$ cat src/rtl/usb_out_ep_pkg.sv
// Shared types for the OUT endpoint controller.
// Assumes: type encoding and handshake codes are fixed by the requirements.
package usb_out_ep_pkg;

    typedef enum logic [1:0] {
        EP_CTRL = 2'b00,
        EP_ISO  = 2'b01,
        EP_BULK = 2'b10,
        EP_INTR = 2'b11
    } ep_kind_e;

    typedef enum logic [1:0] {
        HS_ACK   = 2'b00,
        HS_NAK   = 2'b01,
        HS_STALL = 2'b10
    } hs_e;

    // One-cycle application commands affecting the flag register set.
    typedef struct packed {
        logic set_nak;
        logic clr_nak;
        logic set_stall;
        logic clr_stall;
        logic set_data0;
        logic set_even;
        logic set_odd;
    } ep_cmd_t;

    // Decision made for the token seen this cycle.
    typedef struct packed {
        logic respond;
        hs_e  code;
        logic accept;
        logic setup_seen;
        logic flip;
    } ep_resp_t;

endpackage

$ cat src/rtl/usb_out_ep_resp.sv
// Combinational response selector.
// Decides handshake, acceptance and engine-side events for one token using
// the flag state before the current edge. Assumes at most one token per cycle.
module usb_out_ep_resp
    import usb_out_ep_pkg::*;
(
    input  ep_kind_e kind,
    input  logic     snoop,
    input  logic     tok_valid,
    input  logic     tok_setup,
    input  logic     tok_data1,
    input  logic     tok_bad,
    input  logic     tok_frame_odd,
    input  logic     ep_en,
    input  logic     ep_dis,
    input  logic     ep_nak,
    input  logic     ep_stall,
    input  logic     ep_data1,
    input  logic     ep_odd,
    input  logic     glb_in_nak,
    input  logic     glb_out_nak,
    output ep_resp_t resp
);

    logic pkt_good;
    logic hold_off;

    assign pkt_good = !tok_bad || snoop;
    assign hold_off = ep_nak || glb_in_nak || glb_out_nak || !ep_en || ep_dis;

    // Select handshake and side effects for the current token.
    always_comb begin
        resp = '0;
        if (tok_valid) begin
            if (tok_setup) begin
                if (kind == EP_CTRL) begin
                    resp.respond    = 1'b1;
                    resp.code       = HS_ACK;
                    resp.accept     = 1'b1;
                    resp.setup_seen = 1'b1;
                end
            end else if (kind == EP_ISO) begin
                resp.accept = pkt_good && !hold_off && (tok_frame_odd == ep_odd);
            end else if (pkt_good) begin
                resp.respond = 1'b1;
                if (ep_stall) begin
                    resp.code = HS_STALL;
                end else if (hold_off) begin
                    resp.code = HS_NAK;
                end else begin
                    resp.code   = HS_ACK;
                    resp.accept = (tok_data1 == ep_data1);
                    resp.flip   = (tok_data1 == ep_data1);
                end
            end
        end
    end

endmodule

$ cat src/rtl/usb_out_ep_flags.sv
// Flag register set: NAK, STALL, data toggle and frame parity.
// Applies application commands and engine events with set-wins rules.
// Assumes commands are one-cycle pulses and the type is static.
module usb_out_ep_flags
    import usb_out_ep_pkg::*;
(
    input  logic     clk,
    input  logic     rst_n,
    input  ep_kind_e kind,
    input  ep_cmd_t  cmd,
    input  logic     xfer_done,
    input  logic     setup_seen,
    input  logic     flip,
    output logic     nak_q,
    output logic     stall_q,
    output logic     data1_q,
    output logic     odd_q
);

    logic is_iso;
    logic is_bulk_intr;

    assign is_iso       = (kind == EP_ISO);
    assign is_bulk_intr = (kind == EP_BULK) || (kind == EP_INTR);

    // NAK: any setter wins over the application clear.
    always_ff @(posedge clk) begin
        if (!rst_n) nak_q <= 1'b0;
        else        nak_q <= cmd.set_nak || setup_seen || xfer_done || (nak_q && !cmd.clr_nak);
    end

    // STALL: type-dependent set and clear rights; SETUP clears on control.
    always_ff @(posedge clk) begin
        if (!rst_n) stall_q <= 1'b0;
        else        stall_q <= (cmd.set_stall && !is_iso)
                             || (stall_q && !(cmd.clr_stall && is_bulk_intr) && !setup_seen);
    end

    // Data toggle: SETUP forces DATA1, set-DATA0 beats a flip.
    always_ff @(posedge clk) begin
        if (!rst_n)                             data1_q <= 1'b0;
        else if (setup_seen)                    data1_q <= 1'b1;
        else if (cmd.set_data0 && is_bulk_intr) data1_q <= 1'b0;
        else if (flip)                          data1_q <= !data1_q;
    end

    // Frame parity: isochronous only, odd wins over even.
    always_ff @(posedge clk) begin
        if (!rst_n)                      odd_q <= 1'b0;
        else if (is_iso && cmd.set_odd)  odd_q <= 1'b1;
        else if (is_iso && cmd.set_even) odd_q <= 1'b0;
    end

endmodule

$ cat src/rtl/usb_out_ep_life.sv
// Enable and disable sequencing with the endpoint-disabled interrupt.
// A disable accepted while enabled raises a one-cycle pending flag, then
// drops enable and pending together, then pulses the interrupt.
module usb_out_ep_life (
    input  logic clk,
    input  logic rst_n,
    input  logic cmd_enable,
    input  logic cmd_disable,
    output logic en_q,
    output logic dis_q,
    output logic irq_q
);

    logic stopped_q;

    // Pending flag: only accepted while enabled and not already stopping.
    always_ff @(posedge clk) begin
        if (!rst_n) dis_q <= 1'b0;
        else        dis_q <= cmd_disable && en_q && !dis_q;
    end

    // Enable: cleared as the pending flag drops, enable ignored meanwhile.
    always_ff @(posedge clk) begin
        if (!rst_n)     en_q <= 1'b0;
        else if (dis_q) en_q <= 1'b0;
        else            en_q <= en_q || cmd_enable;
    end

    // Interrupt: one cycle after the endpoint has stopped.
    always_ff @(posedge clk) begin
        if (!rst_n) begin
            stopped_q <= 1'b0;
            irq_q     <= 1'b0;
        end else begin
            stopped_q <= dis_q;
            irq_q     <= stopped_q;
        end
    end

endmodule

$ cat src/rtl/usb_out_ep_ctrl.sv
// Top of the OUT endpoint controller.
// Wires the response selector, flag registers and disable sequencer, and
// registers the handshake so it appears one cycle after the token.
module usb_out_ep_ctrl
    import usb_out_ep_pkg::*;
(
    input  logic       clk,
    input  logic       rst_n,
    input  logic [1:0] cfg_ep_type,
    input  logic       cfg_snoop,
    input  logic       cmd_enable,
    input  logic       cmd_disable,
    input  logic       cmd_set_nak,
    input  logic       cmd_clr_nak,
    input  logic       cmd_set_stall,
    input  logic       cmd_clr_stall,
    input  logic       cmd_set_data0,
    input  logic       cmd_set_even,
    input  logic       cmd_set_odd,
    input  logic       glb_in_nak,
    input  logic       glb_out_nak,
    input  logic       tok_valid,
    input  logic       tok_setup,
    input  logic       tok_data1,
    input  logic       tok_bad,
    input  logic       tok_frame_odd,
    input  logic       xfer_done,
    output logic       hs_valid,
    output logic [1:0] hs_code,
    output logic       rx_accept,
    output logic       ep_enabled,
    output logic       ep_dis_pend,
    output logic       ep_nak,
    output logic       ep_stall,
    output logic       ep_data1,
    output logic       ep_frame_odd,
    output logic       irq_ep_disabled
);

    ep_kind_e kind;
    ep_cmd_t  cmd;
    ep_resp_t resp;

    assign kind = ep_kind_e'(cfg_ep_type);
    assign cmd  = '{set_nak:   cmd_set_nak,   clr_nak:   cmd_clr_nak,
                    set_stall: cmd_set_stall, clr_stall: cmd_clr_stall,
                    set_data0: cmd_set_data0, set_even:  cmd_set_even,
                    set_odd:   cmd_set_odd};

    usb_out_ep_resp i_resp (
        .kind          (kind),
        .snoop         (cfg_snoop),
        .tok_valid     (tok_valid),
        .tok_setup     (tok_setup),
        .tok_data1     (tok_data1),
        .tok_bad       (tok_bad),
        .tok_frame_odd (tok_frame_odd),
        .ep_en         (ep_enabled),
        .ep_dis        (ep_dis_pend),
        .ep_nak        (ep_nak),
        .ep_stall      (ep_stall),
        .ep_data1      (ep_data1),
        .ep_odd        (ep_frame_odd),
        .glb_in_nak    (glb_in_nak),
        .glb_out_nak   (glb_out_nak),
        .resp          (resp)
    );

    usb_out_ep_flags i_flags (
        .clk        (clk),
        .rst_n      (rst_n),
        .kind       (kind),
        .cmd        (cmd),
        .xfer_done  (xfer_done),
        .setup_seen (resp.setup_seen),
        .flip       (resp.flip),
        .nak_q      (ep_nak),
        .stall_q    (ep_stall),
        .data1_q    (ep_data1),
        .odd_q      (ep_frame_odd)
    );

    usb_out_ep_life i_life (
        .clk         (clk),
        .rst_n       (rst_n),
        .cmd_enable  (cmd_enable),
        .cmd_disable (cmd_disable),
        .en_q        (ep_enabled),
        .dis_q       (ep_dis_pend),
        .irq_q       (irq_ep_disabled)
    );

    // Handshake output register: one cycle after the token.
    always_ff @(posedge clk) begin
        if (!rst_n) begin
            hs_valid  <= 1'b0;
            hs_code   <= HS_ACK;
            rx_accept <= 1'b0;
        end else begin
            hs_valid  <= resp.respond;
            hs_code   <= resp.code;
            rx_accept <= resp.accept;
        end
    end

endmodule

$ cat config.mk
export PLATFORM = sky130hd
export DESIGN_NAME = usb_out_ep_ctrl
export DESIGN_NICKNAME = d
export VERILOG_FILES = /design/src/rtl/usb_out_ep_pkg.sv /design/src/rtl/usb_out_ep_resp.sv /design/src/rtl/usb_out_ep_flags.sv /design/src/rtl/usb_out_ep_life.sv /design/src/rtl/usb_out_ep_ctrl.sv
export SDC_FILE = /design/constraint.sdc
export NUM_CORES = 1
export LEC_CHECK = 0
export BUFFER_PORTS_ARGS = -buffer_cell sky130_fd_sc_hd__buf_2
export CORE_AREA = 3 3 40 42
export DETAILED_ROUTE_END_ITERATION = 6
export DIE_AREA = 0 0 43 45
export PLACE_DENSITY = 0.77
export SYNTH_ARGS = -nofsm -noshare
export SYNTH_HDL_FRONTEND = slang
export SYNTH_SLANG_ARGS = --single-unit
export TNS_END_PERCENT = 1
$ cat constraint.sdc
create_clock -name clk -period 2.3 [get_ports clk]
set_input_delay 0.69 -clock clk [delete_from_list [all_inputs] [get_ports clk]]
set_output_delay 0.69 -clock clk [all_outputs]
set_load 0.01 [all_outputs]
# Yosys cells after proc, flatten, opt, wreduce, memory -nomap -nowiden
# Index checks and enable logic that the tools add are counted.
# W data, S select, Z words.
# op_classes
n_div	0
n_shift	0
n_mux	19
mul	0
reduce_logical	37
n_eq_ne	5
n_lt_le_gt_ge	0
add_sub_neg	0
bitwise	1
# ops
cell	count
$mux W1	13
$logic_and A1 B1 Y1	12
$logic_or A1 B1 Y1	11
$logic_not A1 Y1	9
$mux W4	2
$mux W5	1
$eq A2 B2 Y1 const B	2
$mux W2	2
$mux W3	1
$reduce_bool A3 Y1	1
$eq A1 B1 Y1	2
$eq A2 B1 Y1 const B	1
$logic_not A2 Y1	1
$reduce_and A2 Y1	1
$reduce_bool A2 Y1	1
$reduce_or A2 Y1	1
$not A1 Y1	1
# word_totals
latchBits	0
reg_bits	12
romBits	0
n_memories	0
elab_cells	73
output_inout_bits	11
ramBits	0
in_bits	22

# Logic depth before layout (Yosys ltp)
# depth
word_depth	13
mapped_depth	5
depth_no_buf	5

# Hierarchy
# A second synthesis with hierarchy kept.
# unflattened
hier_cells	58
hier_area_um2	559.3
# modules_own_cells
module	n_inst	cells_per_inst	area_per_inst_um2	seq_area_each_um2
usb_out_ep_flags	1	19	178.9	80.1
usb_out_ep_resp	1	22	155.1	0.0
usb_out_ep_life	1	9	120.1	80.1
usb_out_ep_ctrl	1	8	105.1	80.1

# Worst setup path before layout
# Ideal clock, no wire load.
# synth_timing
path_kind	input-to-reg
startpoint	input glb_in_nak
endpoint	register i_flags.data1_q
arrival_time_ps	1378
path_buffers	0
setup_slack_ps	853
required_ps	2231
setup_time_ps	69
path_stages	4
path_cell_list	nor4_2 nand4_1 xor2_1 o21ai_1
# synth_via
elab_chain_len	11
# synth_rtl
element	line	source
from (decl)	usb_out_ep_ctrl.sv:20	input logic glb_in_nak,
$logic_or A1 B1 Y1 (4 in a row)	usb_out_ep_resp.sv:29	assign hold_off = ep_nak || glb_in_nak || glb_out_nak || !ep_en || ep_dis;
$mux W1	usb_out_ep_resp.sv:48	end else if (hold_off) begin
$mux W1	usb_out_ep_resp.sv:46	if (ep_stall) begin
$mux W1	usb_out_ep_resp.sv:44	end else if (pkt_good) begin
$mux W1	usb_out_ep_resp.sv:42	end else if (kind == EP_ISO) begin
$mux W1	usb_out_ep_resp.sv:35	if (tok_setup) begin
$mux W2	usb_out_ep_resp.sv:34	if (tok_valid) begin
$reduce_bool A3 Y1 (no source line)	n/a	
to (signal assigned)	usb_out_ep_flags.sv:44	else if (flip) data1_q <= !data1_q;
to (decl)	usb_out_ep_flags.sv:16	output logic data1_q,
# Every way passes these cells.
# A chain may end at the register's enable or synchronous reset.

# Worst setup path in the final report
# layout_timing
startpoint	register i_flags.stall_q
endpoint	output ep_stall
# layout_lines
element	line	source
from (decl)	usb_out_ep_flags.sv:15	output logic stall_q,
from (signal assigned)	usb_out_ep_flags.sv:35	else stall_q <= (cmd.set_stall && !is_iso)
to (decl)	usb_out_ep_ctrl.sv:34	output logic ep_stall,
# No word-level cell between the ends.

==> results.toml <==
[yosys]
synth_edf_count = 0
synth_cell_types = 22
ys.flop_type = "dfxtp_1"
syn_area_um2 = 492
avgSynthCellArea_um2 = 9.64
synth-adder-area-share = 0
synth_mux_area_frac = 0
yosys_warnings = 0
synth_cells = 51
ys_seq_elements = 12
synth_compound_area_frac = 0.0865
synth-simple-area-share = 0.372
synth_xor_area_frac = 0.0534
async_flop_share = 0
synth_nets = 73
synth_top_family_by_area = "simple AND/OR/NAND/NOR gates"
ys_seq_area_frac = 0.489

[clock_network]
htree_levels = 1
cts_root_buf = "clkbuf_4"
cts_resized = 0
cts_hold_buf = 0
clock_latency_ps = 270
cts_tree = "done"
cts_setup_buffers = 0
clock-sinks = 12
path_clk_slew_ps = 80
clockBufferDepth = 2
cts_made_buffers = 3

[sta]
post-route-min-period_ps = 1540
tightest_slew_ps = 386
fmax_mhz = 648
setup_viol = 0
drv_slew = 0
clock_skew_ps = 3.99
setup_tns_ps = 0
rsz0062_at_grt = "no"
post-route-period-util = 0.671
hold_viol = 0
slew_headroom = 0.740

[setup_path]
cp.required_ps = 1610
r2r_start = "i_life.dis_q"
cpMaxStageDelayCell = "dfxtp_1"
crit_buf_inv = 1
crit_path_start = "i_flags.stall_q"
r2r_cells = 5
rrSetupSlack_ps = 1030
critPathTopFamily = "flip-flops"
cp.arrival_ps = 850
cp-end-kind = "primary output"
cp-start-kind = "flip-flop"
setup.worst_path.class = "reg2out"
cp_cell_sequence = "buf_2"
cpPeakStageDelay_ps = 410
rr_endpoint = "i_flags.data1_q"
crit_path_max_fanout = 5

[power_and_ir_drop]
p_per_area_nw_per_um2 = 635
ir_drop_v = 0.000402
p_leak_nw = 0.354

[worst_hold_path]
hold_start = "i_life.stopped_q"
hold_class = "reg2reg"
holdPathStages = 1
worstHoldEndpoint = "i_life.irq_q"

[drt]
wl_per_cell_um = 10.9
dr.pass1.iters = 4
ant_nets = 0
num_vias = 489
route.detailed.drc = 0
dr.first_iter.drc_count = 3
viasPerCell = 4.79
wirelength_mm = 1.11

[global_route]
first_global_vias = 469
antenna_found_initial = 0
grt_pass1_wl_mm = 1.84
grtUsageTotal = 0.132
overflow = 0
grt_max_degree = 10

[place]
port-buffer-count = 32
placedCellCount = 98
dpl.hpwl_um = 925
gp_congestion = 0.841

[final_layout]
drive_gt1_frac = 0.460
nNetsFinal = 110
diodes = 0
seqCellArea_um2 = 240
area_growth_pct = 43.8
regMostFlops = "hs_code"
largest_register_ffs = 2
fillCellCount = 119
layout.cells.non_filler = 102
multiInputGateArea_um2 = 251

[die]
start_util = 0.383
num_rows = 13
chipWidth_um = 43
ios = 33
coreArea_um2 = 1280
dieArea_um2 = 1940
die_h_um = 45

[status]
outcome = "completed"

[flow_run]
max_cap_violations = 0
## final cells by class
cell class                 instances  share of cell area
multi-input combinational         39               0.356
sequential                        12               0.340
timing repair buffer              32               0.227
clock buffer                       4              0.0513
tap                               15              0.0265
## synthesized netlist by cell type, drive strengths merged, types with 2 or more instances
master / n / area (µm²)
o21ai: 2 / 10.0
a22oi: 2 / 15.0
nor2: 2 / 7.51
and2: 2 / 12.5
nor2b: 5 / 31.3
a21oi: 2 / 10.0
nand2: 8 / 32.5
xor2: 2 / 17.5
nand2b: 2 / 12.5
nor3: 3 / 20.0
dfxtp: 12 / 240
## cell families after synthesis
logic type / after synthesis
flip-flops: 12
AND/OR/NAND/NOR: 29
AO/OA/AOI/OAI: 7
XOR/XNOR: 3
## cell usage in the layout (no fill, tap or decap)
master    Yosys  routed
and2_1        2       2
xnor2_1       1       1
a21oi_1       2       2
a22oi_1       2       2
buf_2         0      32
nor2b_1       5       5
nand2_1       7       7
or4b_4        1       1
and4b_1       1       1
nor2_1        2       2
o21ai_1       2       2
dfxtp_1      12      12
nand2_2       1       1
nor4bb_1      1       1
nor3_1        2       2
nor3_2        1       1
nor3b_1       1       1
nand4_1       1       1
and3_1        1       1
clkbuf_4      0       3
o31ai_1       1       1
clkbuf_8      0       1
xor2_1        2       2
nor4_2        1       1
nand2b_1      2       2
## layer usage
metal,routed length [µm],track usage,vias up
met2,535,0.213,22
met3,92,0.0359,4
met4,36,0.108,0
met1,449,0.147,210
met5,0,0,-
li1,-,-,253
## power breakdown
group / switching [W] / internal, W
logic: 0.0000285 / 0.0000324
registers: 0.00000652 / 0.000216
clock network: 0.0000692 / 0.0000962
total: 0.000104 / 0.000345
## worst max path at each step
stage	end	slack [ps]	cells after the start
finish	ep_stall	760	1
global placement	i_flags.data1_q	600	5
detailed placement	i_flags.data1_q	590	5
CTS	ep_stall	750	1
floorplan	i_flags.data1_q	850	4
global route	ep_stall	710	1
## metrics by stage
stage	total power (W)	utilization	hold WS [ps]	setup WS, ps	cell area (µm²)
after detailed placement	0.000289	0.522	420	586	671
after floorplan	0.000255	-	412	853	492
after global placement	0.000289	0.522	428	601	671
after global routing	0.000469	0.550	469	710	707
after CTS	0.000455	0.550	447	746	707
final	0.000449	0.550	441	757	707
Note: power is estimated with default switching activity, not from simulation.
